--- src/rtl/bypass_fifo_pkg.sv ---
package bypass_fifo_pkg;
  typedef enum logic [1:0] {
    OP_HOLD = 2'b00,
    OP_IN   = 2'b01,
    OP_OUT  = 2'b10,
    OP_SWAP = 2'b11
  } fifo_op_e;

  function automatic int ptr_bits(input int depth);
    return (depth > 1) ? $clog2(depth) : 1;
  endfunction
endpackage

--- src/rtl/fifo_ptr_ctrl.sv ---
module fifo_ptr_ctrl
  import bypass_fifo_pkg::*;
#(
  parameter int DEPTH = 4,
  parameter int PTR_W = 2,
  parameter int CNT_W = 3
) (
  input  logic             clk,
  input  logic             rst_n,
  input  logic             clear,
  input  logic             wr_en,
  input  logic             rd_en,
  output logic [PTR_W-1:0] wr_ptr,
  output logic [PTR_W-1:0] rd_ptr,
  output logic [CNT_W-1:0] count
);
  localparam logic [PTR_W-1:0] LAST = PTR_W'(DEPTH - 1);
  localparam logic [CNT_W-1:0] FULL_CNT = CNT_W'(DEPTH);

  fifo_op_e         op;
  logic [PTR_W-1:0] wr_ptr_nxt, rd_ptr_nxt;
  logic [CNT_W-1:0] count_nxt;

  always_comb begin
    op         = fifo_op_e'({rd_en, wr_en});
    wr_ptr_nxt = wr_ptr;
    rd_ptr_nxt = rd_ptr;
    count_nxt  = count;
    if (wr_en) wr_ptr_nxt = (wr_ptr == LAST) ? '0 : wr_ptr + 1'b1;
    if (rd_en) rd_ptr_nxt = (rd_ptr == LAST) ? '0 : rd_ptr + 1'b1;
    unique case (op)
      OP_IN:   count_nxt = count + 1'b1;
      OP_OUT:  count_nxt = count - 1'b1;
      default: count_nxt = count;
    endcase
    if (clear) begin
      wr_ptr_nxt = '0;
      rd_ptr_nxt = '0;
      count_nxt  = '0;
    end
  end

  always_ff @(posedge clk or negedge rst_n) begin
    if (!rst_n) begin
      wr_ptr <= '0;
      rd_ptr <= '0;
      count  <= '0;
    end else begin
      wr_ptr <= wr_ptr_nxt;
      rd_ptr <= rd_ptr_nxt;
      count  <= count_nxt;
    end
  end

  assert_count_range_R7: assert property (@(posedge clk) disable iff (!rst_n)
    count <= FULL_CNT);
  assert_no_overflow_R5: assert property (@(posedge clk) disable iff (!rst_n)
    (count == FULL_CNT && !rd_en && !clear) |=> (count == FULL_CNT));
endmodule

--- src/rtl/fifo_regfile.sv ---
module fifo_regfile #(
  parameter int DEPTH  = 4,
  parameter int DATA_W = 8,
  parameter int PTR_W  = 2
) (
  input  logic              clk,
  input  logic              we,
  input  logic [PTR_W-1:0]  waddr,
  input  logic [DATA_W-1:0] wdata,
  input  logic [PTR_W-1:0]  raddr,
  output logic [DATA_W-1:0] rdata
);
  logic [DATA_W-1:0] slot [DEPTH];

  for (genvar i = 0; i < DEPTH; i++) begin : g_slot
    logic slot_en;
    assign slot_en = we && (waddr == PTR_W'(i));
    always_ff @(posedge clk) begin
      if (slot_en) slot[i] <= wdata;
    end
  end

  assign rdata = slot[raddr];
endmodule

--- src/rtl/fifo_level_cmp.sv ---
module fifo_level_cmp #(
  parameter int CNT_W     = 3,
  parameter int LOW_MARK  = 1,
  parameter int HIGH_MARK = 3
) (
  input  logic [CNT_W-1:0] count,
  output logic             below_low,
  output logic             above_high
);
  localparam logic [CNT_W:0] LOW_V  = (CNT_W+1)'(LOW_MARK);
  localparam logic [CNT_W:0] HIGH_V = (CNT_W+1)'(HIGH_MARK);

  always_comb begin
    below_low  = {1'b0, count} < LOW_V;
    above_high = {1'b0, count} > HIGH_V;
  end
endmodule

--- src/rtl/bypass_level_fifo.sv ---
module bypass_level_fifo
  import bypass_fifo_pkg::*;
#(
  parameter int DATA_W    = 8,
  parameter int DEPTH     = 4,
  parameter int LOW_MARK  = 1,
  parameter int HIGH_MARK = 3,
  localparam int CNT_W    = $clog2(DEPTH + 1),
  localparam int PTR_W    = ptr_bits(DEPTH)
) (
  input  logic              clk,
  input  logic              rst_n,
  input  logic              clear_i,
  input  logic              push_i,
  input  logic [DATA_W-1:0] push_data_i,
  output logic              push_ready_o,
  input  logic              pop_i,
  output logic [DATA_W-1:0] head_o,
  output logic              head_valid_o,
  output logic              full_o,
  output logic              empty_o,
  output logic [CNT_W-1:0]  count_o,
  output logic              below_low_o,
  output logic              above_high_o
);
  logic [PTR_W-1:0]  wr_ptr, rd_ptr;
  logic [DATA_W-1:0] stored_head;
  logic              push_take, pop_take, pass_thru, store_wr, store_rd;

  always_comb begin
    empty_o      = (count_o == '0);
    full_o       = (count_o == CNT_W'(DEPTH));
    push_ready_o = !full_o;
    head_valid_o = !empty_o || push_i;
    head_o       = empty_o ? push_data_i : stored_head;
    push_take    = push_i && !full_o;
    pop_take     = pop_i && head_valid_o;
    pass_thru    = empty_o && push_i && pop_i;
    store_wr     = push_take && !pass_thru;
    store_rd     = pop_take && !pass_thru;
  end

  fifo_ptr_ctrl #(.DEPTH(DEPTH), .PTR_W(PTR_W), .CNT_W(CNT_W)) u_ctrl (
    .clk(clk), .rst_n(rst_n), .clear(clear_i),
    .wr_en(store_wr), .rd_en(store_rd),
    .wr_ptr(wr_ptr), .rd_ptr(rd_ptr), .count(count_o)
  );

  fifo_regfile #(.DEPTH(DEPTH), .DATA_W(DATA_W), .PTR_W(PTR_W)) u_mem (
    .clk(clk), .we(store_wr), .waddr(wr_ptr), .wdata(push_data_i),
    .raddr(rd_ptr), .rdata(stored_head)
  );

  fifo_level_cmp #(.CNT_W(CNT_W), .LOW_MARK(LOW_MARK), .HIGH_MARK(HIGH_MARK)) u_lvl (
    .count(count_o), .below_low(below_low_o), .above_high(above_high_o)
  );

  assert_bypass_keeps_empty_R3: assert property (@(posedge clk) disable iff (!rst_n)
    (empty_o && push_i && pop_i) |=> empty_o);
  assert_empty_pop_ignored_R6: assert property (@(posedge clk) disable iff (!rst_n)
    (empty_o && pop_i && !push_i) |=> empty_o);
  assert_clear_empties_R9: assert property (@(posedge clk) disable iff (!rst_n)
    clear_i |=> (empty_o && !full_o));
  assert_full_swap_R10: assert property (@(posedge clk) disable iff (!rst_n)
    (full_o && push_i && pop_i && !clear_i) |=> !full_o);
endmodule

--- config.mk ---
export PLATFORM = sky130hd
export DESIGN_NAME = bypass_level_fifo
export DESIGN_NICKNAME = d
export VERILOG_FILES = /design/src/rtl/bypass_fifo_pkg.sv /design/src/rtl/fifo_ptr_ctrl.sv /design/src/rtl/fifo_regfile.sv /design/src/rtl/fifo_level_cmp.sv /design/src/rtl/bypass_level_fifo.sv
export SDC_FILE = /design/constraint.sdc
export NUM_CORES = 1
export LEC_CHECK = 0
export ABC_AREA = 1
export BUFFER_PORTS_ARGS = -buffer_cell sky130_fd_sc_hd__buf_4
export CORE_MARGIN = 1
export CORE_UTILIZATION = 36
export DETAILED_ROUTE_END_ITERATION = 8
export HOLD_SLACK_MARGIN = 0.15
export SLEW_MARGIN = 20
export SYNTH_ARGS = -nofsm -noshare
export SYNTH_HDL_FRONTEND = slang
export SYNTH_SLANG_ARGS = --single-unit
--- constraint.sdc ---
create_clock -name clk -period 2.3 [get_ports clk]
set_input_delay 0.115 -clock clk [delete_from_list [all_inputs] [get_ports clk]]
set_output_delay 0.115 -clock clk [all_outputs]
set_load 0.02 [all_outputs]
**After elaboration in Yosys (flattened, before gate mapping)**

Memories as Yosys holds them, arrays and structs flattened.
Cells that the tools add are included.

- RAM bits: 32
- Bits of input ports: 13
- Output and inout bits: 17
- Memories kept: 1
- Flip-flop bits (word level): 7
- Logic and storage cells: 65

Memory list:

| memory | depth | width | rd ports | clocked after memory_dff | wr ports | RTL line | text |
|---|---|---|---|---|---|---|---|
| u_mem.slot | 4 | 8 | 1 | 0 | 1 | fifo_regfile.sv:13 | `logic [DATA_W-1:0] slot [DEPTH];` |

- Multiplexer cells: 26
- $add $sub $neg: 4
- Eq/ne operators: 7
- Reduce and logical (&&, ||, !) cells: 22
- Order comparisons: 2

Operator list:

| kind | count |
|---|---|
| $mux W8 | 4 |
| $reduce_or A8 Y1 | 3 |
| $mux W2 | 9 |
| $mux W1 | 11 |
| $logic_and A1 B1 Y1 | 10 |
| $eq A2 B2 Y1 const B | 4 |
| $pmux W3 S2 | 1 |
| $add A2 B1 Y2 const B | 2 |
| $eq A2 B1 Y1 const B | 2 |
| $reduce_bool A2 Y1 | 2 |
| $add A3 B1 Y3 const B | 1 |
| $eq A3 B3 Y1 const B | 1 |
| $gt A3 B2 Y1 const B | 1 |
| $logic_not A1 Y1 | 3 |
| $logic_not A3 Y1 | 1 |
| $lt A3 B1 Y1 const B | 1 |
| $mux W3 | 1 |
| $reduce_bool A3 Y1 | 1 |
| $sub A3 B1 Y3 const B | 1 |
| $logic_not A2 Y1 | 1 |
| $logic_or A1 B1 Y1 | 1 |

**Longest topological paths before layout**

- Depth in word-level cells: 12
- Gate-level depth with buffers: 9
- Depth with buffers taken out: 9

**Cells and area by module**

From an unflattened synthesis, not the netlist that was laid out.

- Cell total of the unflattened synthesis: 219
- Area, all modules: 1963.1 um^2

Modules (own cells, without submodules):

| module | sequential area each (um^2) | cells an instance | times used | area an instance (um^2) |
|---|---|---|---|---|
| fifo_regfile | 960.9 | 133 | 1 | 1387.6 |
| fifo_ptr_ctrl | 175.2 | 44 | 1 | 376.6 |
| bypass_level_fifo | 0.0 | 37 | 1 | 177.7 |
| fifo_level_cmp | 0.0 | 5 | 1 | 21.3 |

**Worst setup path after synthesis**

Ideal clock, no wire load.

- Kind: reg-to-reg
- From: register u_ctrl.count[0]
- To: memory u_mem.slot[0][0] (enable)
- Buffers on the path: 0
- Setup slack: 334 ps
- Cell stages (with the launch flop): 6
- Arrival: 1595 ps
- Period minus slack after synthesis: 1966 ps
- Setup time: 371 ps
- Required time: 1929 ps
- Cell sequence: dfrtp_1 > inv_1 > ha_1 > nand2_2 > nand3_4 > nor2_1

- Elaborated cells on any way between the ends: 29
- Those cells by class: eq/ne: 1; mux: 14; reduce/logical: 14

RTL lines:

| what | RTL line | text |
|---|---|---|
| start, declared | fifo_ptr_ctrl.sv:15 | `output logic [CNT_W-1:0] count` |
| start signal, assigned | fifo_ptr_ctrl.sv:51 | `count <= count_nxt;` |
| $eq A3 B3 Y1 | bypass_level_fifo.sv:32 | `full_o = (count_o == CNT_W'(DEPTH));` |
| $logic_not A1 Y1 | n/a |  |
| named net push_ready_o | bypass_level_fifo.sv:16 | `output logic push_ready_o,` |
| $logic_and A1 B1 Y1 | bypass_level_fifo.sv:36 | `push_take = push_i && !full_o;` |
| $logic_and A1 B1 Y1 | bypass_level_fifo.sv:39 | `store_wr = push_take && !pass_thru;` |
| $logic_and A1 B1 Y1 | fifo_regfile.sv:17 | `assign slot_en = we && (waddr == PTR_W'(i));` |
| named net u_mem.g_slot[0].slot_en | fifo_regfile.sv:16 | `logic slot_en;` |
| $mux W1 | fifo_regfile.sv:19 | `if (slot_en) slot[i] <= wdata;` |
| $mux W1 (not written as such) | fifo_regfile.sv:19 |  |
| $mux W1 (no line) (3 in a row) | n/a |  |
| end, declared | fifo_regfile.sv:13 |  |

The timed path passes the listed nets, and every way through them passes these cells.

**Final worst setup path**

- From: register u_ctrl.count[0]
- To: output head_valid_o

- Cells in the longest elaborated chain, start to end: 3

RTL lines:

| what | RTL line | text |
|---|---|---|
| $logic_not A3 Y1 | bypass_level_fifo.sv:31 | `empty_o = (count_o == '0);` |
| $logic_not A1 Y1 | bypass_level_fifo.sv:34 | `head_valid_o = !empty_o \|\| push_i;` |
| $logic_or A1 B1 Y1 | bypass_level_fifo.sv:34 |  |
| end, declared | bypass_level_fifo.sv:19 | `output logic head_valid_o,` |

No other way between the ends.

==> reports/metrics.cfg <==
[finish]
drive_above_1_share_pct = 24.8
fin_nets = 247
regArea_um2 = 1140
insertedDiodeCount = 0
nFillCells = 461
final_common_cell = nor2_1
multi_input_area_um2 = 617
stdcell_count = 293
synthToLayoutAreaGrowth_pct = 28.8
final_cell_mix = 41 x nor2_1, 35 x buf_4, 32 x edfxtp_1, 17 x nand2_1, 15 x inv_1

[timing]
max_freq_mhz = 494
post-route-min-period_ns = 2.02
finalSetupViolations = 0
fin_skew_ns = 0.00727
finalCritPeriodShare_pct = 88.0
hold_viol_final = 0
worstMarginPinSlew_ns = 0.400
finalMaxSlewViolations = 0
grt_setup_unrepaired = false
slew_headroom_pct = 73.3
setup_tns_ns = 0

[synthesis]
synth_fa_ha_area_share_pct = 5.41
netlist_instances = 178
yosysTopAreaCell = edfxtp_1
synth_top_family_by_area = simple AND/OR/NAND/NOR gates
ys_types = 23
synth-compound-area-share_pct = 10.3
synth_xor_area_share_pct = 0
synth_area_um2 = 1850
synth_top_area_share_pct = 51.9
synth-simple-area-share_pct = 17.6
syn_nets = 199
synthTopCellsByArea = edfxtp_1 52%, dfrtp_1 9.5%, nor2_1 8.3%
avgSynthCellArea_um2 = 10.4
seq_area_frac_synth_pct = 61.4
synthMuxAreaShare_pct = 0
yosys_register_bits = 39
yosysWarnings = 0

[drt]
via_per_inst = 4.58
drc = 0
wire_per_inst_um = 12.9
drt_wl_total_um = 3780
via_count = 1342
drtIter0Drc = 100
drt_pre_antenna_iters = 5
postRouteAntennaNets = 0

[pwr]
swShare_pct = 40.0
internal_power_uw = 1690
p_clk_share_pct = 19.8
comb_power_share_pct = 46.5
leakage_uw = 0.000991
power.net_switching_uw = 1130
ir_worst_vdd_v = 0.000396
powerDensity_nw_per_um2 = 1180
seqPwrFrac_pct = 33.7

[global_route]
antenna_found_initial = 0
grt_pass1_wl_um = 5950
grt_usage_pct = 15.2
grt_max_degree = 19
grt_pass1_vias = 1238
overflow = 0

[cts]
post_cts_buffers = 0
cts.clk_slew.worst_paths_ns = 0.07
clk_latency_ns = 0.30
cts.sinks = 39
cts_tree = done
cts_max_path_buffers = 2
root_buffer = clkbuf_8
h-tree-depth = 2
numCtsBuffers = 5

[setup_path]
critPathArrivalTime_ns = 1.91
cp.required_ns = 2.18
cp-start-kind = flop
crit_path_end_kind = output port
critPathMaxFanout = 18
crit_type = reg -> out

[die]
core_region_area_um2 = 4850
die_area_um2 = 5430
die_h_um = 73.7
start_util_pct = 38.2
io_pins = 30
row_count = 25
dieWidth_um = 73.7

[placed_design]
port-buffer-count = 29
gp_congestion = 0.785
dpl.hpwl_um = 2440
dp_cells = 275

[status]
outcome = completed

[min_path]
hold_class = in -> async

[flow_run]
cap_viol_max_count = 0

==> registers in the layout, indices dropped and copies added (netlist names) <==
name and flops:
u_ctrl.count 3, u_ctrl.wr_ptr 2, u_mem.slot 32, u_ctrl.rd_ptr 2
==> cells by family after synthesis <==
kind of cell / Yosys count
compound gates: 34
buf+inv: 23
flops: 39
simple gates: 74
fa+ha+maj: 8
==> final timing paths <==
| check | cells after the start | startpoint | slack, ns | end |
|---|---|---|---|---|
| setup / recovery | 5 | u_ctrl.count[0]$_DFFE_PN0P_ | 0.28 | head_valid_o |
| hold / removal | 2 | rst_n | 0.19 | u_ctrl.rd_ptr[0]$_DFFE_PN0P_ |
| setup reg to reg | 6 | u_ctrl.count[0]$_DFFE_PN0P_ | 0.59 | u_mem.slot[1][2]$_DFFE_PP_ |
| hold reg to reg | 2 | u_ctrl.wr_ptr[1]$_DFFE_PN0P_ | 0.62 | u_ctrl.wr_ptr[1]$_DFFE_PN0P_ |
| max in group asynchronous | 2 | rst_n | 1.99 | u_ctrl.count[0]$_DFFE_PN0P_ |
| min in group clk | 3 | push_i | 0.20 | u_ctrl.wr_ptr[1]$_DFFE_PN0P_ |
==> cell type report <==
class,count,area share [%]
flip-flops and latches,39,47.7
multi-input cells,116,25.9
inverters,18,2.83
clock buffers,5,2.89
repair buffers,46,15.6
clock inverters,2,1.57
well taps,67,3.52
==> stage by stage <==
stage	instance area, um^2	worst slack [ns]	total power [uW]	hold slack, ns	utilization [%]
floorplan	1850	0.334	1810	-0.181	-
global placement	2170	0.622	2260	-0.0627	44.7
detailed placement	2170	0.573	2270	-0.0633	44.7
CTS	2380	0.251	2830	0.169	49.2
global route	2380	0.138	3010	0.191	49.2
finish	2380	0.277	2810	0.190	49.2
==> critical path, stage by stage, from the launching register on <==
cell,delay [ns]
dfrtp_1,0.43
inv_1,0.14
ha_1,0.28
nand2_2,0.26
or2_2,0.35
buf_4,0.16
==> power groups by stage <==
stage | combinational [uW] | sequential, uW | clock (uW)
2_1_floorplan | 857 | 951 | 0
6_report | 1310 | 946 | 558
3_5_place_dp | 1300 | 963 | 0
4_1_cts | 1320 | 947 | 563
3_3_place_gp | 1300 | 957 | 0
5_1_grt | 1460 | 960 | 590
==> Yosys cell counts <==
cell and n:
o21ai_2 1, buf_4 2, buf_2 3, nand3_1 5, o21ai_1 8, a31oi_1 7
nor2_1 41, ha_1 8, a211oi_1 1, nand3_2 1, nor3_1 1, inv_1 15
dfrtp_1 7, nand4_1 1, inv_2 3, a21oi_1 5, edfxtp_1 32, nand3_4 1
or2_2 1, nand2_1 17, a21boi_2 1, o21ai_0 11, nand2_2 6
==> per-layer routing <==
metal | GRT usage (%) | share of wire, % | up-vias
met4 | 7.69 | 1.6 | 0
met3 | 2.88 | 3.3 | 8
met1 | 19.9 | 49 | 604
met5 | 0 | 0 | -
li1 | - | - | 699
met2 | 24.2 | 46 | 31
==> what timing repair did <==
action,in CTS,in global routing
hold buffers,11,0
hold endpoints to repair,41,0
resized for setup,0,0
No activity file was read; power rests on OpenSTA's default activity.
